<file path="config.mk">
export PLATFORM = sky130hd
export DESIGN_NAME = dac_keyed_regs
export DESIGN_NICKNAME = d
export VERILOG_FILES = /design/src/rtl/dacreg_pkg.sv /design/src/rtl/dacreg_key_seq.sv /design/src/rtl/dacreg_live_bank.sv /design/src/rtl/dacreg_read_port.sv /design/src/rtl/dac_keyed_regs.sv
export SDC_FILE = /design/constraint.sdc
export NUM_CORES = 1
export LEC_CHECK = 0
export ABC_AREA = 1
export CORE_ASPECT_RATIO = 0.8
export CORE_MARGIN = 5
export CORE_UTILIZATION = 46
export CTS_BUF_LIST = sky130_fd_sc_hd__clkbuf_8
export DETAILED_ROUTE_END_ITERATION = 8
export HOLD_SLACK_MARGIN = 0.03
export PLACE_DENSITY = 0.82
export SETUP_SLACK_MARGIN = 0.05
export SLEW_MARGIN = 20
export SYNTH_ARGS = -nofsm -noshare
export SYNTH_HDL_FRONTEND = slang
export SYNTH_SLANG_ARGS = --single-unit
</file>
<file path="constraint.sdc">
create_clock -name clk -period 1.2 [get_ports clk]
set_input_delay 0.18 -clock clk [delete_from_list [all_inputs] [get_ports clk]]
set_output_delay 0.18 -clock clk [all_outputs]
set_load 0.02 [all_outputs]
</file>
<file path="src/rtl/dacreg_pkg.sv">
// Shared types for the key-protected DAC register block.
// Assumes: nothing; pure type definitions.
package dacreg_pkg;

    // Progress through the open-key / value / close-key protocol
    typedef enum logic [1:0] {
        KS_IDLE   = 2'd0,
        KS_OPEN   = 2'd1,
        KS_STAGED = 2'd2
    } key_state_e;

    // Which live register a staged value is aimed at
    typedef enum logic {
        TGT_MODE = 1'b0,
        TGT_DATA = 1'b1
    } target_e;

endpackage

</file>
<file path="src/rtl/dacreg_key_seq.sv">
// Key sequencer: tracks the open-key / value / close-key protocol, holds the
// staged value and its target, and pulses one commit strobe when the
// closing key completes a valid sequence.
// Assumes: one bus write per cycle at most; reads never reach this module.
module dacreg_key_seq
    import dacreg_pkg::*;
#(
    parameter int ADDR_W = 4,
    parameter int DATA_W = 16,
    parameter int CODE_W = 10,
    parameter logic [ADDR_W-1:0] ADDR_MODE      = 4'h0,
    parameter logic [ADDR_W-1:0] ADDR_DATA      = 4'h1,
    parameter logic [ADDR_W-1:0] ADDR_KEY_OPEN  = 4'h2,
    parameter logic [ADDR_W-1:0] ADDR_KEY_CLOSE = 4'h3,
    parameter logic [DATA_W-1:0] KEY_OPEN_VAL   = 16'h0007,
    parameter logic [DATA_W-1:0] KEY_CLOSE_VAL  = 16'h00B9
) (
    input  logic              clk,
    input  logic              rst_n,
    input  logic              wr_en,
    input  logic [ADDR_W-1:0] wr_addr,
    input  logic [DATA_W-1:0] wr_data,
    output logic              commit_mode,
    output logic              commit_data,
    output logic [CODE_W-1:0] staged_value
);

    key_state_e        state, state_nxt;
    target_e           staged_tgt;
    logic              hit_mode, hit_data, hit_open, hit_close, hit_value;
    logic              open_ok, close_ok, capture, commit;

    // Address and key decode for the current write
    always_comb begin
        hit_mode  = (wr_addr == ADDR_MODE);
        hit_data  = (wr_addr == ADDR_DATA);
        hit_open  = (wr_addr == ADDR_KEY_OPEN);
        hit_close = (wr_addr == ADDR_KEY_CLOSE);
        hit_value = hit_mode || hit_data;
        open_ok   = (wr_data == KEY_OPEN_VAL);
        close_ok  = (wr_data == KEY_CLOSE_VAL);
    end

    // Next protocol state; any write that does not advance the sequence aborts it
    always_comb begin
        state_nxt = state;
        if (wr_en) begin
            if (hit_open)
                state_nxt = open_ok ? KS_OPEN : KS_IDLE;
            else if (hit_value)
                state_nxt = (state == KS_OPEN) ? KS_STAGED : KS_IDLE;
            else
                state_nxt = KS_IDLE;
        end
    end

    // Capture and commit strobes derived from state and the current write
    always_comb begin
        capture = wr_en && hit_value && (state == KS_OPEN);
        commit  = wr_en && hit_close && close_ok && (state == KS_STAGED);
    end

    // Protocol state register
    always_ff @(posedge clk) begin
        if (!rst_n) state <= KS_IDLE;
        else        state <= state_nxt;
    end

    // Shadow register: value and target staged between the two keys
    always_ff @(posedge clk) begin
        if (!rst_n) begin
            staged_value <= '0;
            staged_tgt   <= TGT_MODE;
        end else if (capture) begin
            staged_value <= hit_mode ? CODE_W'(wr_data[0]) : wr_data[CODE_W-1:0];
            staged_tgt   <= hit_mode ? TGT_MODE : TGT_DATA;
        end
    end

    // Route the commit to the one register that was staged
    always_comb begin
        commit_mode = commit && (staged_tgt == TGT_MODE);
        commit_data = commit && (staged_tgt == TGT_DATA);
    end


    // staged_entry_chk: a staged value only follows an accepted opening key
    staged_entry_chk: assert property (@(posedge clk) disable iff (!rst_n)
        (state == KS_STAGED && $past(state) != KS_STAGED) |-> $past(state) == KS_OPEN);


    // stray_write_chk: a write to an unmapped address always abandons the sequence
    stray_write_chk: assert property (@(posedge clk) disable iff (!rst_n)
        (wr_en && !hit_value && !hit_open && !hit_close) |=> state == KS_IDLE);


    // early_close_chk: a closing key straight after the opening key returns to idle
    early_close_chk: assert property (@(posedge clk) disable iff (!rst_n)
        (wr_en && hit_close && state == KS_OPEN) |=> state == KS_IDLE);


    // single_commit_chk: at most one live register is committed per cycle
    single_commit_chk: assert property (@(posedge clk) disable iff (!rst_n)
        $onehot0({commit_mode, commit_data}));

endmodule

</file>
<file path="src/rtl/dacreg_live_bank.sv">
// Live register bank: holds the committed mode bit and DAC code and
// produces the straight-binary level for the converter.
// Assumes: commit strobes are mutually exclusive single-cycle pulses.
module dacreg_live_bank #(
    parameter int CODE_W = 10
) (
    input  logic              clk,
    input  logic              rst_n,
    input  logic              commit_mode,
    input  logic              commit_data,
    input  logic [CODE_W-1:0] staged_value,
    output logic              mode_q,
    output logic [CODE_W-1:0] code_q,
    output logic [CODE_W-1:0] level
);

    localparam logic [CODE_W-1:0] SIGN_FLIP = {1'b1, {(CODE_W-1){1'b0}}};

    // Mode register: loads bit 0 of the shadow on a mode commit
    always_ff @(posedge clk) begin
        if (!rst_n)           mode_q <= 1'b0;
        else if (commit_mode) mode_q <= staged_value[0];
    end

    // Data register: loads the full shadow code on a data commit
    always_ff @(posedge clk) begin
        if (!rst_n)           code_q <= '0;
        else if (commit_data) code_q <= staged_value;
    end

    // Two's complement to straight binary: invert the sign bit
    always_comb level = code_q ^ SIGN_FLIP;


    // mode_hold_chk: a data commit never disturbs the mode bit
    mode_hold_chk: assert property (@(posedge clk) disable iff (!rst_n)
        commit_data |=> $stable(mode_q));

endmodule

</file>
<file path="src/rtl/dacreg_read_port.sv">
// Read port: registers the read data selected by address; reserved bits and
// the key and unmapped addresses read as zero.
// Assumes: reads have no side effects anywhere in the block.
module dacreg_read_port #(
    parameter int ADDR_W = 4,
    parameter int DATA_W = 16,
    parameter int CODE_W = 10,
    parameter logic [ADDR_W-1:0] ADDR_MODE      = 4'h0,
    parameter logic [ADDR_W-1:0] ADDR_DATA      = 4'h1,
    parameter logic [ADDR_W-1:0] ADDR_KEY_OPEN  = 4'h2,
    parameter logic [ADDR_W-1:0] ADDR_KEY_CLOSE = 4'h3
) (
    input  logic              clk,
    input  logic              rst_n,
    input  logic              rd_en,
    input  logic [ADDR_W-1:0] rd_addr,
    input  logic              mode_q,
    input  logic [CODE_W-1:0] code_q,
    output logic [DATA_W-1:0] rd_data
);

    logic [DATA_W-1:0] rd_sel;

    // Select the zero-extended live value for the addressed register
    always_comb begin
        if (rd_addr == ADDR_MODE)      rd_sel = DATA_W'(mode_q);
        else if (rd_addr == ADDR_DATA) rd_sel = DATA_W'(code_q);
        else                           rd_sel = '0;
    end

    // Read data register: loads only on a read strobe
    always_ff @(posedge clk) begin
        if (!rst_n)     rd_data <= '0;
        else if (rd_en) rd_data <= rd_sel;
    end


    // key_read_zero_chk: key addresses read back as zero
    key_read_zero_chk: assert property (@(posedge clk) disable iff (!rst_n)
        (rd_en && (rd_addr == ADDR_KEY_OPEN || rd_addr == ADDR_KEY_CLOSE)) |=> rd_data == '0);


    // read_hold_chk: read data holds when no read is made
    read_hold_chk: assert property (@(posedge clk) disable iff (!rst_n)
        !rd_en |=> $stable(rd_data));

endmodule

</file>
<file path="src/rtl/dac_keyed_regs.sv">
// Top of the key-protected DAC register block: mode and data registers
// that change only through the open-key / value / close-key sequence.
// Assumes: single-cycle bus strobes; bus_addr is shared by reads and writes.
module dac_keyed_regs #(
    parameter int ADDR_W = 4,
    parameter int DATA_W = 16,
    parameter int CODE_W = 10,
    parameter logic [ADDR_W-1:0] ADDR_MODE      = 4'h0,
    parameter logic [ADDR_W-1:0] ADDR_DATA      = 4'h1,
    parameter logic [ADDR_W-1:0] ADDR_KEY_OPEN  = 4'h2,
    parameter logic [ADDR_W-1:0] ADDR_KEY_CLOSE = 4'h3,
    parameter logic [DATA_W-1:0] KEY_OPEN_VAL   = 16'h0007,
    parameter logic [DATA_W-1:0] KEY_CLOSE_VAL  = 16'h00B9
) (
    input  logic              clk,
    input  logic              rst_n,
    input  logic [ADDR_W-1:0] bus_addr,
    input  logic              wr_en,
    input  logic [DATA_W-1:0] wr_data,
    input  logic              rd_en,
    output logic [DATA_W-1:0] rd_data,
    output logic              dac_direct,
    output logic [CODE_W-1:0] dac_code,
    output logic [CODE_W-1:0] dac_level
);

    logic              commit_mode, commit_data;
    logic [CODE_W-1:0] staged_value;

    dacreg_key_seq #(
        .ADDR_W(ADDR_W), .DATA_W(DATA_W), .CODE_W(CODE_W),
        .ADDR_MODE(ADDR_MODE), .ADDR_DATA(ADDR_DATA),
        .ADDR_KEY_OPEN(ADDR_KEY_OPEN), .ADDR_KEY_CLOSE(ADDR_KEY_CLOSE),
        .KEY_OPEN_VAL(KEY_OPEN_VAL), .KEY_CLOSE_VAL(KEY_CLOSE_VAL)
    ) u_seq (
        .clk(clk), .rst_n(rst_n),
        .wr_en(wr_en), .wr_addr(bus_addr), .wr_data(wr_data),
        .commit_mode(commit_mode), .commit_data(commit_data),
        .staged_value(staged_value)
    );

    dacreg_live_bank #(.CODE_W(CODE_W)) u_bank (
        .clk(clk), .rst_n(rst_n),
        .commit_mode(commit_mode), .commit_data(commit_data),
        .staged_value(staged_value),
        .mode_q(dac_direct), .code_q(dac_code), .level(dac_level)
    );

    dacreg_read_port #(
        .ADDR_W(ADDR_W), .DATA_W(DATA_W), .CODE_W(CODE_W),
        .ADDR_MODE(ADDR_MODE), .ADDR_DATA(ADDR_DATA),
        .ADDR_KEY_OPEN(ADDR_KEY_OPEN), .ADDR_KEY_CLOSE(ADDR_KEY_CLOSE)
    ) u_rd (
        .clk(clk), .rst_n(rst_n),
        .rd_en(rd_en), .rd_addr(bus_addr),
        .mode_q(dac_direct), .code_q(dac_code),
        .rd_data(rd_data)
    );


    // code_commit_chk: the live code changes only after a correct closing-key write
    code_commit_chk: assert property (@(posedge clk) disable iff (!rst_n)
        ($past(rst_n) && dac_code != $past(dac_code)) |->
        $past(wr_en && bus_addr == ADDR_KEY_CLOSE && wr_data == KEY_CLOSE_VAL));


    // mode_commit_chk: the mode bit changes only after a correct closing-key write
    mode_commit_chk: assert property (@(posedge clk) disable iff (!rst_n)
        ($past(rst_n) && dac_direct != $past(dac_direct)) |->
        $past(wr_en && bus_addr == ADDR_KEY_CLOSE && wr_data == KEY_CLOSE_VAL));

endmodule

</file>
==> metrics <==
pre-CTS setup slack -0.350 ns; WHS Endpoint u_seq.staged_value[9]; crit start category primary input; Die W between 70 and 80 µm; Layout fillers between 200 and 300; final WL between 4000 and 5000 µm; final core utilization 0.717; DRT iter0 DRCs 66; RSZ-0062 raised after global routing yes; worst vdd ir about 0.00079 V; CTS max path bufs 2; Post-layout nets 344; TritonCTS clock tree done; CTS Buf Count 5; Post-Syn Instances 241; slowest stage delay, CP between 0.3 and 0.4 ns; Synth-to-Final Area Change 49.2%; CTS clock-pin slew for the worst setup and hold paths 0.07 ns; internal reg-to-reg setup slack -0.01 ns; DR WL met2 about 2200 µm; clock insertion delay at the later pin of the skew report a little under 0.3 ns; worst hold start wr_data[9]; global-route wire length before repair ~7400 µm; Leakage Power 1.10 nW; post-route ant nets 0; GRT Total Usage 0.180; FF-to-FF Start u_seq.state[1]; Synthesis Warnings 0; post-synthesis sequential area ratio 0.408; commonest non-fill, non-tap cell in the layout nand2_1; worst setup path class primary input to flop; Post-Syn Area roughly 1700 µm²; cell count after placement 352; DRT Pass-1 Iters 4; n_diodes 0; Buffers & Inverters on Critical Path 1; Achievable Freq 796 MHz; Routed met3 length 341 µm; DR WL/cell approximately 12 µm; GR Overflow Total 0; Post-Layout Cell Count between 300 and 400; number of global-route vias before repair around 1700; Final setup viols 1; deepest level of the CTS H-tree 2; hold buffers post-CTS 0; fin crit share 1.05; IO Count 61; Crit-path slowest cell clkdlybuf4s50_1; DRC viols 0; cell family with most CP delay simple AND/OR/NAND/NOR gates; Detailed Place HPWL between 3000 and 4000 µm; vias about 1800; syn avg cell area 6.93 µm²; HP Class primary input to flop; CP required 1.42 ns; Cell Pwr Density 919 nW/µm²; Seq cells post-synth 34; clk_skew between 0.005 and 0.006 ns; area occupied by multi-input gates between 800 and 900 µm²; DRT met1 WL around 1900 µm; pin count of the biggest net entering global routing 15; sum of negative setup slack -0.0560 ns; CP endpoint kind flop; crit-path most repeated cell nor2_1; initial antenna violation count 0; Die Height 63.9 µm; routability-driven placement congestion ratio ~0.80; Pins Over Slew Limit 0; core area about 3500 µm²; top layer in use met4; status complete, but fails checks; Initial Utilization 0.481; final worst setup slack -0.0560 ns; most frequent cells in the layout nand2_1, dfxtp_1, buf_4, nor2_1, inv_1; Final Hold Viols 0; clock sinks 34; Die Area between 4000 and 5000 µm²; failing checks setup timing; worst hold slack 0.280 ns; clock root cell clkbuf_8; crit path cell chain clkdlybuf4s50_1 -> nor2_1 -> nand2_1 -> nor2_4 -> nand3_4 -> nor2_4 -> nor2_1 -> nor2_1; Worst R2R Path Depth 6; min Tclk post-route between 1 and 1.5 ns; R2R Path End u_bank.code_q[7]; fraction of layout cells with a size suffix above 1 0.299; # Max-Cap Violations 0; Unique masters post-synth 23; Storage cell area around 690 µm²; hold-critical path depth 4; vias per cell just under 5; Worst Path Max Fanout 5; Worst EP arrival between 1 and 1.5 ns; Std-Cell Rows 19; # port buffers 54
==> cell families (layout without fill, tap and decap cells) <==
kind of cell | after synthesis | after routing | share of synthesized area
AO/OA/AOI/OAI | 33 | 33 | 0.100
buffers and inverters | 51 | 124 | 0.154
flip-flops | 34 | 34 | 0.408
other | 1 | 6 | 0.00225
AND/OR/NAND/NOR | 122 | 124 | 0.335
==> layout make-up <==
cell class                      count  area share
Clock inverter                      2     0.00352
Inverter                           27      0.0407
Multi-Input combinational cell    163       0.338
Sequential cell                    34       0.275
Timing Repair Buffer               89       0.288
Clock buffer                        6      0.0332
Tap cell                           42      0.0211
==> timing repair <==
action / CTS / global route
endpoints found under the setup margin: 54 / 50
buffers inserted: 0 / 0
pin swaps: 25 / 16
cloned: 3 / 0
resized for setup: 85 / 50
==> metrics by stage <==
step | area, µm² | total power, W
2_1_floorplan | 1690 | 0.00130
3_3_place_gp | 2380 | 0.00146
3_5_place_dp | 2380 | 0.00147
4_1_cts | 2490 | 0.00228
5_1_grt | 2490 | 0.00236
6_report | 2490 | 0.00229
==> power by group <==
group          switching, W  internal [W]
combinational      0.000149      0.000128
clock              0.000409      0.000454
sequential       0.00000769       0.00114
total              0.000565       0.00172
==> synth_stat cells <==
cell type | instances | area share
nand2_1 | 58 | 0.13
nor2_1 | 37 | 0.083
dfxtp_1 | 34 | 0.41
inv_1 | 25 | 0.056
a21oi_1 | 22 | 0.066
buf_4 | 17 | 0.076
nand4_1 | 13 | 0.049
o21ai_0 | 10 | 0.030
clkbuf_1 | 4 | 0.0090
nand3_1 | 4 | 0.012
nor2_2 | 3 | 0.011
buf_2 | 2 | 0.0060
nor2_4 | 2 | 0.013
buf_1 | 1 | 0.0022
clkinv_1 | 1 | 0.0022
conb_1 | 1 | 0.0022
inv_2 | 1 | 0.0022
nand3_2 | 1 | 0.0060
nand3_4 | 1 | 0.010
nand3b_1 | 1 | 0.0045
nor2_8 | 1 | 0.012
nor3_1 | 1 | 0.0030
o211ai_1 | 1 | 0.0045
==> worst max-delay path by stage <==
| stage | to | cells after the start | from | slack [ns] |
|---|---|---|---|---|
| floorplan | u_bank.code_q[9] | 8 | u_seq.state[1] | 0.13 |
| global placement | u_bank.code_q[4] | 9 | wr_data[7] | -0.34 |
| detailed placement | u_bank.mode_q | 9 | bus_addr[1] | -0.35 |
| CTS | dac_code[2] | 1 | u_bank.code_q[2] | 0.006 |
| global route | u_bank.code_q[7] | 7 | u_seq.state[0] | -0.11 |
| finish | u_bank.code_q[7] | 8 | wr_data[11] | -0.06 |
==> per-layer routing <==
layer | up-vias | GRT usage
met5 | - | 0
met4 | 0 | 0.0579
met3 | 7 | 0.0548
met2 | 57 | 0.306
met1 | 795 | 0.219
li1 | 907 | -
==> worst min-delay path, stage by stage <==
cell	delay, ns
dlymetal6s2s_1	0.10
buf_4	0.11
nand2_2	0.05
a21oi_2	0.10
==> registers in the layout, indices dropped and copies added (netlist names) <==
register	count
u_bank.code_q	10
u_seq.staged_value	10
u_rd.rd_data	10
u_seq.state	2
u_seq.staged_tgt	1
u_bank.mode_q	1
No activity file was read; power rests on OpenSTA's default activity.
